### src/rtl/spi_pwr_ctl.sv
module spi_pwr_ctl #(
  parameter int DW    = 8,
  parameter int AW    = 3,
  parameter int DEPTH = 4
) (
  input  logic          clk,
  input  logic          rst_n,
  input  logic          bus_sel,
  input  logic          bus_wr,
  input  logic [AW-1:0] bus_addr,
  input  logic [DW-1:0] bus_wdata,
  output logic [DW-1:0] bus_rdata,
  input  logic          frame_active,
  input  logic          frame_end,
  input  logic          eng_tx_pop,
  output logic [DW-1:0] eng_tx_data,
  input  logic          eng_rx_push,
  input  logic [DW-1:0] eng_rx_data,
  input  logic          stop_req,
  output logic          stop_ack,
  output logic          stop_rdy,
  input  logic          doze,
  output logic          clk_en,
  output logic          irq,
  output logic          dma_req
);

  localparam int CW = $clog2(DEPTH + 1);
  localparam int PW = $clog2(DEPTH);
  localparam logic [CW-1:0] FULL   = CW'(DEPTH);
  localparam logic [AW-1:0] A_CTRL = AW'(0);
  localparam logic [AW-1:0] A_TXD  = AW'(1);
  localparam logic [AW-1:0] A_RXD  = AW'(2);
  localparam logic [AW-1:0] A_STAT = AW'(3);
  localparam logic [AW-1:0] A_IEN  = AW'(4);
  localparam logic [AW-1:0] A_XCNT = AW'(5);
  localparam logic [AW-1:0] A_LVL  = AW'(6);

  typedef enum logic [2:0] {M_RUN, M_DPND, M_DIS, M_SPND, M_STOP} mode_t;
  mode_t st, st_nx;

  logic soft_dis, doze_en, tx_off, rx_off;
  logic done_f, ovf_f;
  logic [2:0] ien;
  logic [DW-1:0] xcnt;
  logic [DW-1:0] tx_mem [DEPTH];
  logic [DW-1:0] rx_mem [DEPTH];
  logic [PW-1:0] tx_wp, tx_rp, rx_wp, rx_rp;
  logic [CW-1:0] tx_cnt, rx_cnt;
  logic stop_q;

  wire bnd      = ~frame_active | frame_end;
  wire dis_cond = soft_dis | (doze & doze_en);
  wire stopped  = (st == M_STOP);
  wire disabled = (st == M_DIS);
  wire reg_ok   = ~stopped & ~disabled;
  wire eng_ok   = clk_en;
  wire wr       = bus_sel & bus_wr;
  wire rd       = bus_sel & ~bus_wr;
  wire wr_ctrl  = wr & (bus_addr == A_CTRL);

  assign clk_en   = (st == M_RUN) | (st == M_DPND) | (st == M_SPND);
  assign stop_rdy = stopped;
  assign stop_ack = stop_q;

  always_comb begin
    st_nx = st;
    case (st)
      M_RUN, M_DPND:
        if (stop_req)           st_nx = bnd ? M_STOP : M_SPND;
        else if (!dis_cond)     st_nx = M_RUN;
        else                    st_nx = bnd ? M_DIS : M_DPND;
      M_SPND:
        if (!stop_req)          st_nx = M_RUN;
        else if (bnd)           st_nx = M_STOP;
      M_DIS:
        if (stop_req)           st_nx = M_STOP;
        else if (!dis_cond)     st_nx = M_RUN;
      M_STOP:
        if (!stop_req)          st_nx = dis_cond ? M_DIS : M_RUN;
      default:                  st_nx = M_RUN;
    endcase
  end

  always_ff @(posedge clk or negedge rst_n)
    if (!rst_n) begin
      st     <= M_RUN;
      stop_q <= 1'b0;
    end else begin
      st     <= st_nx;
      stop_q <= stop_req;
    end

  wire tx_push = wr & (bus_addr == A_TXD) & reg_ok & ~tx_off & (tx_cnt != FULL);
  wire tx_pop  = eng_tx_pop & eng_ok & (tx_cnt != '0);
  wire tx_clr  = wr_ctrl & reg_ok & bus_wdata[4];
  wire rx_in   = eng_rx_push & eng_ok & ~rx_off;
  wire rx_push = rx_in & (rx_cnt != FULL);
  wire rx_lost = rx_in & (rx_cnt == FULL);
  wire rx_pop  = rd & (bus_addr == A_RXD) & reg_ok & (rx_cnt != '0);
  wire rx_clr  = wr_ctrl & reg_ok & bus_wdata[5];

  always_ff @(posedge clk) begin
    if (tx_push) tx_mem[tx_wp] <= bus_wdata;
    if (rx_push) rx_mem[rx_wp] <= eng_rx_data;
  end

  always_ff @(posedge clk or negedge rst_n)
    if (!rst_n) begin
      tx_wp <= '0; tx_rp <= '0; tx_cnt <= '0;
    end else if (tx_clr) begin
      tx_wp <= '0; tx_rp <= '0; tx_cnt <= '0;
    end else begin
      if (tx_push) tx_wp <= tx_wp + PW'(1);
      if (tx_pop)  tx_rp <= tx_rp + PW'(1);
      tx_cnt <= tx_cnt + CW'(tx_push) - CW'(tx_pop);
    end

  always_ff @(posedge clk or negedge rst_n)
    if (!rst_n) begin
      rx_wp <= '0; rx_rp <= '0; rx_cnt <= '0;
    end else if (rx_clr) begin
      rx_wp <= '0; rx_rp <= '0; rx_cnt <= '0;
    end else begin
      if (rx_push) rx_wp <= rx_wp + PW'(1);
      if (rx_pop)  rx_rp <= rx_rp + PW'(1);
      rx_cnt <= rx_cnt + CW'(rx_push) - CW'(rx_pop);
    end

  always_ff @(posedge clk or negedge rst_n)
    if (!rst_n) begin
      soft_dis <= 1'b0; doze_en <= 1'b0; tx_off <= 1'b0; rx_off <= 1'b0;
      ien <= '0; xcnt <= '0; done_f <= 1'b0; ovf_f <= 1'b0;
    end else begin
      if (wr_ctrl & ~stopped) begin
        soft_dis <= bus_wdata[0];
        doze_en  <= bus_wdata[1];
        if (reg_ok) begin
          tx_off <= bus_wdata[2];
          rx_off <= bus_wdata[3];
        end
      end
      if (wr & reg_ok & (bus_addr == A_IEN)) ien <= bus_wdata[2:0];
      if (wr & reg_ok & (bus_addr == A_XCNT)) xcnt <= bus_wdata;
      else if (frame_end & eng_ok)            xcnt <= xcnt + DW'(1);
      if (frame_end & eng_ok)                                  done_f <= 1'b1;
      else if (wr & reg_ok & (bus_addr == A_STAT) & bus_wdata[0]) done_f <= 1'b0;
      if (rx_lost)                                             ovf_f <= 1'b1;
      else if (wr & reg_ok & (bus_addr == A_STAT) & bus_wdata[1]) ovf_f <= 1'b0;
    end

  always_ff @(posedge clk or negedge rst_n)
    if (!rst_n) begin
      irq <= 1'b0; dma_req <= 1'b0;
    end else if (!stopped) begin
      irq     <= (done_f & ien[0]) | (ovf_f & ien[1]);
      dma_req <= (rx_cnt != '0) & ien[2];
    end

  assign eng_tx_data = tx_mem[tx_rp];

  always_comb begin
    bus_rdata = '0;
    if (!stopped)
      case (bus_addr)
        A_CTRL: bus_rdata = DW'({rx_off, tx_off, doze_en, soft_dis});
        A_TXD:  bus_rdata = DW'(tx_cnt);
        A_RXD:  bus_rdata = rx_mem[rx_rp];
        A_STAT: bus_rdata = DW'({disabled, tx_cnt == FULL, rx_cnt != '0, ovf_f, done_f});
        A_IEN:  bus_rdata = DW'(ien);
        A_XCNT: bus_rdata = xcnt;
        A_LVL:  bus_rdata = DW'(tx_cnt) | (DW'(rx_cnt) << 4);
        default: bus_rdata = '0;
      endcase
  end


  mid_frame_drop_chk: assert property (@(posedge clk) disable iff (!rst_n)
    $fell(clk_en) |-> $past(~frame_active | frame_end));


  dis_fifo_hold_chk: assert property (@(posedge clk) disable iff (!rst_n)
    $past(disabled) |-> ($stable(tx_cnt) && $stable(rx_cnt)));


  rdy_needs_req_chk: assert property (@(posedge clk) disable iff (!rst_n)
    stop_rdy |-> $past(stop_req));


  stop_req_hold_chk: assert property (@(posedge clk) disable iff (!rst_n)
    $past(stop_rdy) |-> ($stable(irq) && $stable(dma_req)));


  no_overflow_chk: assert property (@(posedge clk) disable iff (!rst_n)
    (tx_cnt <= FULL) && (rx_cnt <= FULL));

endmodule

### config.mk
export PLATFORM = sky130hd
export DESIGN_NAME = spi_pwr_ctl
export DESIGN_NICKNAME = d
export VERILOG_FILES = /design/src/rtl/spi_pwr_ctl.sv
export SDC_FILE = /design/constraint.sdc
export NUM_CORES = 1
export LEC_CHECK = 0
export CAP_MARGIN = 40
export CORE_MARGIN = 4
export CORE_UTILIZATION = 25
export CTS_BUF_LIST = sky130_fd_sc_hd__clkbuf_8
export DETAILED_ROUTE_END_ITERATION = 8
export DONT_BUFFER_PORTS = 1
export MAX_ROUTING_LAYER = met4
export SETUP_SLACK_MARGIN = 0.2
export SYNTH_ARGS = -nofsm -noshare
export SYNTH_HDL_FRONTEND = slang
export SYNTH_SLANG_ARGS = --single-unit
### constraint.sdc
create_clock -name clk -period 2.88 [get_ports clk]
set_clock_uncertainty 0.05 [all_clocks]
set_input_delay 0 -clock clk [delete_from_list [all_inputs] [get_ports clk]]
set_output_delay 0 -clock clk [all_outputs]
set_load 0.05 [all_outputs]
==> results.md, run 1 <==
* Status: complete, no violations
* Clock Latency Late Sink at 0.37 ns
* Post-detailed-route count of antenna-violating nets at 0
* Gr ovfl total at 0
* Endpoints failing hold at 0
* Crit. End Element: register
* Peak VDD IR at slightly above 0.0004 V
* Top cell type's share of synthesized area at slightly above 40%
* Static Leak at 2.05 nW
* Synth warn at 0
* Final Wtd Congestion at ~0.8
* Die ar. at around 21,000 sq um
* Clk slew on worst S/H paths at 0.10 ns
* Die X at 146 um
* Post-route DRC at 0
* CTS Buf Count at 9
* Final core area utilization at approximately 30%
* Critical Path AT at between 2 and 3 ns
* Syn Inst Count at 338
* GRT Total Usage at a little over a tenth
* Number of synthesized flops with an enable pin at 64
* Hold Startpoint: bus_addr[2]
* Crit-path max FO at 9
* Main flop type after synthesis: edfxtp_1
* Dpl ws at between 0.2 and 0.25 ns
* CTS tree: yes
* Vias in the first global route at approximately 3,000
* Largest area contributor in the netlist: edfxtp_1
* Area grow syn2layout at 20.0%
* RSZ-0062 raised after global routing: false
* Chip height at 146 um
* Setup crit start: st[2]$_DFFE_PN0P_
* Crit path required time at approximately 3.1 ns
* Max-slew violation count at 0
* Avg Vias per Cell at between 4 and 5
* FF+latch count, synth at 101
* Vias post-DR at roughly 2,900
* Post-layout min period at ~2.5 ns
* Initial drt markers at roughly 180
* CTS max path bufs at 2
* Clock tree root buffer cell: clkbuf_8
* Worst flop-to-flop path startpoint: st[2]$_DFFE_PN0P_
* Seq/Total Area, Yosys at around three fifths
* Worst setup SP type: register
* Max frequency at slightly below 400 MHz
* Initial antenna violation count at 1
* Hold Crit Class: input port to register
* First-pass GRT wire length at ~17,000 um
* Nets at 428
* Slew @ Worst Pin at ~0.67 ns
* Fill count at around 1,900
* Row count at 50
* Number of library cell types mapped by synthesis at 49
* DRT Pass-1 Iters at 4
* Max-cap violation count at 0
* Largest net degree at the start of global routing at 38
* DR WL/cell at 17.5 um
* Drt total wl at 10,900 um
* Post-route non-filler standard cell count at about 620
* Power Density at between 800 and 900 nW/um^2
* Port bufs at 0
* Ys async rst share at 36.6%
* IO Count at 50
* Area of the mapped netlist at about 4700 sq um
* Syn nets at about 380
* DP Cell Count at roughly 580
* WS Path Type: register to register
* Part of the cycle the worst path needs at 88.5%
* Setup violators final at 0
* Maximum level of the CTS H-tree at 3
* Average size of a mapped cell at 14.0 sq um
* Initial core utilization at between 20% and 30%
* Slew headroom at a little under three fifths
* Floorplan core area at 18,600 sq um
* CTS Sinks at between 100 and 150
* Setup_tns at 0 ns
* Fin worst setup slack at approximately 0.33 ns
* Synth area leaders: edfxtp_1 (41%), dfrtp_1 (20%), mux4_2 (7.6%)
* Dpl hpwl at 7620 um
* Proportion of layout cells with a drive suffix above 1 at 19.8%
==> power breakdown <==
group | leakage (nW) | switching [mW] | internal, mW
combinational | 0.925 | 0.843 | 0.718
clock | 0.103 | 0.503 | 0.432
sequential | 1.02 | 0.452 | 1.82
total | 2.05 | 1.80 | 2.97
==> cells in the mapped netlist (5+ instances only) <==
cell      number
edfxtp_1      64
dfrtp_1       37
nor2_1        34
mux4_2        16
a21oi_1       15
xnor2_1       14
ha_1          13
nand2_1       12
inv_1         11
and2_1        10
mux2_2         9
mux2i_1        8
nor3_1         7
buf_2          6
nor2b_1        6
a22o_1         5
a22oi_1        5
nand3_1        5
==> metal layers <==
layer  vias up  track usage [%]  share of wire (%)
li1       1351                -                  -
met3         6             3.61                8.1
met1      1453             14.2                 45
met2        98             16.5                 46
met5         -                -                  0
met4         0             2.14               0.64
==> placed cells by master (no fill, tap or decap), types with 4 or more instances in the layout <==
cell type / instances
edfxtp_1: 64
dfrtp_1: 35
nor2_1: 33
dlygate4sd3_1: 28
buf_4: 21
mux4_2: 16
a21oi_1: 15
xnor2_1: 13
ha_1: 13
nand2_1: 12
inv_1: 11
and2_1: 10
clkbuf_8: 10
mux2_2: 9
mux2i_1: 8
nor3_1: 7
nor2b_1: 5
a22o_1: 5
a22oi_1: 5
nand3_1: 5
a2bb2oi_1: 4
o21ai_0: 4
==> flip-flops by register name (all words and copies together), names as in the netlist, 2 cells and up <==
register  flops
ien           3
rx_cnt        3
rx_mem       32
rx_rp         2
rx_wp         2
st            3
tx_cnt        3
tx_mem       32
tx_rp         2
tx_wp         2
xcnt          8
==> area by class of cell <==
type / instances / area [sq um] / share of cell area, %
sequential: 101 / 2850 / 50.2
multi-input combinational: 210 / 1820 / 32.1
timing repair buffer: 50 / 458 / 8.07
tap: 234 / 293 / 5.16
clock buffer: 10 / 138 / 2.43
clock inverter: 6 / 68.8 / 1.21
inverter: 12 / 45.0 / 0.794
antenna: 1 / 2.50 / 0.0441
==> through the flow <==
step / power (mW) / cell area (sq um) / hold slack [ns]
6_report: 4.77 / 5670 / 0.00379
3_3_place_gp: 3.70 / 5100 / -0.342
2_1_floorplan: 3.40 / 4740 / -0.346
3_5_place_dp: 3.75 / 5100 / -0.342
4_1_cts: 4.77 / 5610 / 0.0219
5_1_grt: 5.06 / 5670 / 0.00497
==> worst paths after layout <==
kind                                         to  slack [ns]  depth (start not counted)
setup / recovery            rx_cnt[2]$_DFF_PN0_        0.33                         12
hold / removal             rx_rp[0]$_DFFE_PN0P_       0.004                          3
setup reg to reg            rx_cnt[2]$_DFF_PN0_        0.33                         12
hold reg to reg             dma_req$_DFFE_PN0P_        0.48                          1
max in group asynchronous     st[1]$_DFFE_PN0P_        2.53                          2
min in group asynchronous   tx_cnt[2]$_DFF_PN0_        0.05                          2
==> critical path, stage by stage (launching register included) <==
cell and delay (ns):
dfrtp_1 0.46, buf_4 0.20, nor3b_4 0.16, a31o_4 0.26, nor2_2 0.15, ha_1 0.24
inv_1 0.05, ha_1 0.12, inv_1 0.05, fa_2 0.35, xor2_2 0.15, xnor2_1 0.14
nor2_1 0.06
==> logic make-up (layout without fill, tap and decap cells) <==
kind of cell | after synthesis | after routing | share of synthesized area, %
AO/OA/AOI/OAI | 50 | 50 | 7.86
adder cells (fa/ha/maj) | 15 | 15 | 4.29
buffers and inverters | 27 | 78 | 2.62
AND/OR/NAND/NOR | 96 | 96 | 10.6
other | 0 | 1 | 0
flip-flops | 101 | 101 | 60.2
multiplexers | 33 | 33 | 11.5
XOR/XNOR | 16 | 16 | 2.96
==> what timing repair did <==
action | 4_1_cts | 5_1_grt
hold buffers | 29 | 0
resized for setup | 1 | 10
endpoints found under the hold margin | 136 | 0
pin swaps | 0 | 3
buffers inserted | 0 | 2
setup endpoints to repair | 1 | 2
(Power assumes the default switching activity.)
==> run 2: changes to the inputs <==
--- a/config.mk
+++ b/config.mk
@@ -12,6 +12,7 @@
 export DETAILED_ROUTE_END_ITERATION = 8
 export DONT_BUFFER_PORTS = 1
 export MAX_ROUTING_LAYER = met4
+export PLACE_DENSITY = 0.45
 export SETUP_SLACK_MARGIN = 0.2
 export SYNTH_ARGS = -nofsm -noshare
 export SYNTH_HDL_FRONTEND = slang
==> results.md, run 2 (synthesis gave the netlist of run 1 again) <==
* Chip height at 146 um
* Dpl cell area at roughly 5000 sq um
* DRT Pass-1 Iters at 4
* Drt total wl at 11,100 um
* Post-route cell area at 5660 sq um
* Clock tree root buffer cell: clkbuf_8
* Avg Vias per Cell at 4.60
* Total power at 4.73 mW
* Crit path max-delay cell type: dfrtp_2
* Floorplan core area at between 15,000 and 20,000 sq um
* Max-cap violation count at 0
* Post-layout min period at 2.57 ns
* Part of the cycle the worst path needs at between 80% and 90%
* Max frequency at around 400 MHz
* Crit-path max cell delay at between 0.4 and 0.5 ns
* Maximum level of the CTS H-tree at 3
* Crit. End Element: register
* RSZ-0062 raised after global routing: true
* CTS Sinks at 101
* Hold Crit Class: input port to register
* Clk slew on worst S/H paths at around 0.10 ns
* Setup_tns at 0 ns
* Die X at between 100 and 150 um
* Post-route DRC at 0
* Largest net degree at the start of global routing at 38
* Crit-path max FO at 6
* Status: complete, no violations
* Initial antenna violation count at 1
* Vias post-DR at 2,876
* First-pass GRT wire length at around 17,000 um
* Endpoints failing hold at 0
* DR WL/cell at 17.8 um
* Crit path required time at between 3 and 4 ns
* Die ar. at 21,200 sq um
* CTS tree: yes
* Final Wtd Congestion at about 0.76
* Slew @ Worst Pin at around 0.61 ns
* Initial core utilization at 25.4%
* Nets at ~430
* Gr ovfl total at 0
* GRT Total Usage at approximately 11%
* Static Leak at 2.06 nW
* Max-slew violation count at 0
* Biggest regs: rx_mem: 32 flops, tx_mem: 32 flops, xcnt: 8 flops
* Port bufs at 0
* Worst setup SP type: register
* Dpl hpwl at just under 8000 um
* WS Path Type: register to register
* Vias in the first global route at between 2,000 and 3,000
* Fill count at 1,892
* R2R setup slack at 0.31 ns
* IO Count at 50
* CTS max path bufs at 2
* Proportion of layout cells with a drive suffix above 1 at between 10% and 20%
* CTS Buf Count at 9
* Commonest non-fill, non-tap cell in the layout: edfxtp_1
* Initial drt markers at between 150 and 200
* Slew headroom at 59.3%
* Crit path cell chain: or3b_2 -> and3_1 -> inv_2 -> ha_1 -> inv_1 -> ha_1 -> inv_1 -> fa_1 -> xor2_1 -> xnor2_1 -> nor2_1
* Critical Path AT at roughly 2.8 ns
* Peak VDD IR at approximately 0.00035 V
* Setup violators final at 0
* Power Density at between 800 and 900 nW/um^2
* Row count at 50
* Commonest cells after routing, fill and taps aside: edfxtp_1 (64), dfrtp_1 (34), nor2_1 (33)
* Area grow syn2layout at 19.7%
* Post-detailed-route count of antenna-violating nets at 0
* Clock Latency Late Sink at approximately 0.37 ns
-- run 2: cell types whose count changed in the layout (fill, tap and decap cells not counted), sizes merged --
| cell | delta |
|---|---|
| clkbuf | +1 |
| clkinv | -1 |
| dlygate4sd3 | +1 |
-- run 2: power by group --
| group | switching, mW | internal, mW |
|---|---|---|
| combinational | 0.818 | 0.707 |
| sequential | 0.440 | 1.82 |
| clock | 0.494 | 0.451 |
-- run 2: metal layers --
layer | vias to the layer above | track usage [%] | wire length (um)
met5 | - | - | 0
met4 | 0 | 2.75 | 109
met3 | 6 | 3.74 | 614
met2 | 66 | 16.2 | 5260
met1 | 1452 | 14.4 | 5150
li1 | 1352 | - | -
-- run 2: timing repair --
item / CTS / global route
setup endpoints to repair: 0 / 2
hold buffers: 30 / 0
buffers inserted: 0 / 3
hold endpoints to repair: 136 / 0
resized for setup: 0 / 6
-- run 2: metrics by stage --
| step | std cells | hold WS (ns) | utilization, % | setup slack (ns) |
|---|---|---|---|---|
| after global placement | 574 | -0.343 | 27.3 | 0.282 |
| after detailed placement | 575 | -0.343 | 27.3 | 0.251 |
| after floorplan | 338 | -0.346 | - | 0.0917 |
| after global routing | 625 | 0.00334 | 30.4 | 0.180 |
| final | 625 | 0.00718 | 30.4 | 0.309 |
| after CTS | 621 | 0.00155 | 30.1 | 0.218 |
-- run 2: worst paths after layout --
check | from | endpoint | cells after the start
min reg2reg | ien[2]$_DFFE_PN0P_ | dma_req$_DFFE_PN0P_ | 1
max in group asynchronous | rst_n | st[1]$_DFFE_PN0P_ | 2
min | bus_addr[2] | rx_rp[0]$_DFFE_PN0P_ | 3
max | tx_cnt[1]$_DFF_PN0_ | tx_cnt[2]$_DFF_PN0_ | 11
max reg2reg | tx_cnt[1]$_DFF_PN0_ | tx_cnt[2]$_DFF_PN0_ | 11
min in group asynchronous | rst_n | tx_wp[0]$_DFFE_PN0P_ | 2
-- run 2: cell type report --
| class | count | area (sq um) | area share (%) |
|---|---|---|---|
| well taps | 234 | 293 | 5.17 |
| inverters | 12 | 45.0 | 0.796 |
| diodes | 1 | 2.50 | 0.0442 |
| flip-flops and latches | 101 | 2850 | 50.4 |
| repair buffers | 51 | 472 | 8.34 |
| multi-input cells | 210 | 1790 | 31.5 |
| clock inverters | 5 | 58.8 | 1.04 |
| clock buffers | 11 | 151 | 2.68 |
-- run 2: critical path, delay by kind of cell, from the launching register on --
| kind | cells | cell delay (ns) |
|---|---|---|
| xor gates and xnor gates | 2 | 0.30 |
| adders and majority gates | 3 | 0.71 |
| buffers and inverters | 3 | 0.21 |
| DFF | 1 | 0.47 |
| and+or+nand+nor | 3 | 0.72 |
==> run 3: changes to the inputs <==
--- a/config.mk
+++ b/config.mk
@@ -11,8 +11,9 @@
 export CTS_BUF_LIST = sky130_fd_sc_hd__clkbuf_8
 export DETAILED_ROUTE_END_ITERATION = 8
 export DONT_BUFFER_PORTS = 1
+export HOLD_SLACK_MARGIN = 0.15
 export MAX_ROUTING_LAYER = met4
-export PLACE_DENSITY = 0.45
+export PLACE_DENSITY = 0.38
 export SETUP_SLACK_MARGIN = 0.2
 export SYNTH_ARGS = -nofsm -noshare
 export SYNTH_HDL_FRONTEND = slang
==> results.md, run 3 (synthesis gave the netlist of run 1 again) <==
* Status: complete, no violations
* RSZ-0062 raised after global routing: false
* Power Density at ~830 nW/um^2
* CTS Buf Count at 9
* Crit-path max cell delay at around 0.45 ns
* Crit-path max FO at 5
* Crit. End Element: register
* Worst setup SP type: register
* Peak VDD IR at ~0.0004 V
* R2R cell count at 12
* Initial drt markers at 138
* Fill count at between 1,500 and 2,000
* Clk slew on worst S/H paths at approximately 0.10 ns
* Die X at between 100 and 150 um
* Slew @ Worst Pin at approximately 0.62 ns
* Part of the cycle the worst path needs at between 80% and 90%
* Largest net degree at the start of global routing at 38
* Critical Path AT at roughly 2.7 ns
* Area grow syn2layout at 21.7%
* Vias in the first global route at between 2,000 and 3,000
* Post-layout min period at 2.51 ns
* Crit path required time at just over 3 ns
* WS Path Type: register to register
* Proportion of layout cells with a drive suffix above 1 at about a fifth
* Setup violators final at 0
* Worst path bufs/invs at 4
* Initial core utilization at ~25%
* Area occupied by multi-input gates at roughly 1800 sq um
* DR WL/cell at around 18 um
* Hold Startpoint: bus_addr[0]
* Chip height at around 150 um
* Hold Crit Class: input port to register
* Biggest regs: rx_mem: 32 flops, tx_mem: 32 flops, xcnt: 8 flops
* Clock tree root buffer cell: clkbuf_8
* First-pass GRT wire length at around 18,000 um
* Commonest cells after routing, fill and taps aside: edfxtp_1 (64), nor2_1 (33), dfrtp_1 (33)
* Vias post-DR at 2,874
* Worst hold stages at 5
* Static Leak at ~2.1 nW
* Dpl hpwl at between 8000 and 9000 um
* Crit path cell chain: buf_4 -> o31ai_1 -> nor3_1 -> buf_4 -> ha_1 -> inv_1 -> ha_1 -> inv_1 -> fa_1 -> xor2_1 -> xnor2_1 -> nor2_1
* RR Endpoint: tx_cnt[2]$_DFF_PN0_
* Setup_tns at 0 ns
* CTS Sinks at 101
* GRT Total Usage at a little under an eighth
* Worst flop-to-flop path startpoint: tx_cnt[2]$_DFF_PN0_
* Die ar. at around 21,000 sq um
* Max-slew violation count at 0
* Clock Latency Late Sink at approximately 0.37 ns
* Initial antenna violation count at 1
* Worst path top cell family by delay: adder cells
* R2R setup slack at around 0.37 ns
* Slew headroom at approximately three fifths
* CTS tree: yes
* IO Count at 50
* DRT Pass-1 Iters at 4
* Nets at about 440
* Avg Vias per Cell at between 4 and 5
* Post-detailed-route count of antenna-violating nets at 0
* CTS max path bufs at 2
* Hold EP: tx_wp[0]$_DFFE_PN0P_
* Floorplan core area at about 19,000 sq um
* Drt total wl at roughly 11,000 um
* Register area at 2850 sq um
* Endpoints failing hold at 0
* Gr ovfl total at 0
* Commonest non-fill, non-tap cell in the layout: edfxtp_1
* Crit path max-delay cell type: dfrtp_2
* Final core area utilization at between 30% and 40%
* Row count at 50
* Maximum level of the CTS H-tree at 3
* Max-cap violation count at 0
* Final Wtd Congestion at a little under 0.8
* Port bufs at 0
* Post-route DRC at 0
* Setup crit start: tx_cnt[2]$_DFF_PN0_
* Max frequency at roughly 400 MHz
run 3: cell type report:
type                       instances  area share, %
tap                              234           5.09
inverter                          12          0.783
clock buffer                      10           2.39
timing repair buffer              59           9.65
multi-input combinational        210           31.4
sequential                       101           49.6
clock inverter                     6           1.11
antenna                            1         0.0435
run 3: repair_timing:
| action | CTS | global route |
|---|---|---|
| setup endpoints to repair | 1 | 2 |
| cloned | 0 | 0 |
| pin swaps | 0 | 2 |
| buffers inserted | 0 | 6 |
| hold buffers | 34 | 0 |
| endpoints found under the hold margin | 136 | 0 |
| resized for setup | 1 | 11 |
run 3: worst max-delay path by stage:
stage / slack (ns) / depth (start not counted) / to
4_1_cts: 0.23 / 12 / rx_cnt[2]$_DFF_PN0_
2_1_floorplan: 0.09 / 12 / rx_cnt[2]$_DFF_PN0_
3_3_place_gp: 0.27 / 12 / tx_cnt[2]$_DFF_PN0_
3_5_place_dp: 0.21 / 12 / tx_cnt[2]$_DFF_PN0_
6_report: 0.37 / 12 / tx_cnt[2]$_DFF_PN0_
5_1_grt: 0.18 / 12 / tx_cnt[2]$_DFF_PN0_
run 3: stage by stage:
stage / hold WS, ns / setup WS, ns / area [sq um] / power (mW) / cells
6_report: 0.153 / 0.369 / 5750 / 4.78 / 633
5_1_grt: 0.157 / 0.177 / 5750 / 5.12 / 633
4_1_cts: 0.154 / 0.227 / 5670 / 4.79 / 626
3_5_place_dp: -0.343 / 0.208 / 5100 / 3.76 / 576
3_3_place_gp: -0.343 / 0.265 / 5090 / 3.75 / 575
2_1_floorplan: -0.346 / 0.0917 / 4740 / 3.40 / 338
run 3: report_power, final:
group,switching [mW],internal (mW)
registers,0.414,1.82
clock network,0.501,0.424
logic,0.868,0.755
total,1.78,3.00
run 3: metal layers:
metal  up-vias  global-route usage, %  part of all wire [%]
met5         -                      -                     0
met4         0                   3.13                   1.2
met3         9                   3.86                   4.9
met2        51                   18.0                    47
met1      1442                   14.7                    47
li1       1372                      -                     -
run 3: worst min-delay path, cell delays in order:
cell	delay, ns
nor4b_1	0.13
and3_4	0.19
inv_2	0.08
xnor2_1	0.06
nor2_1	0.08
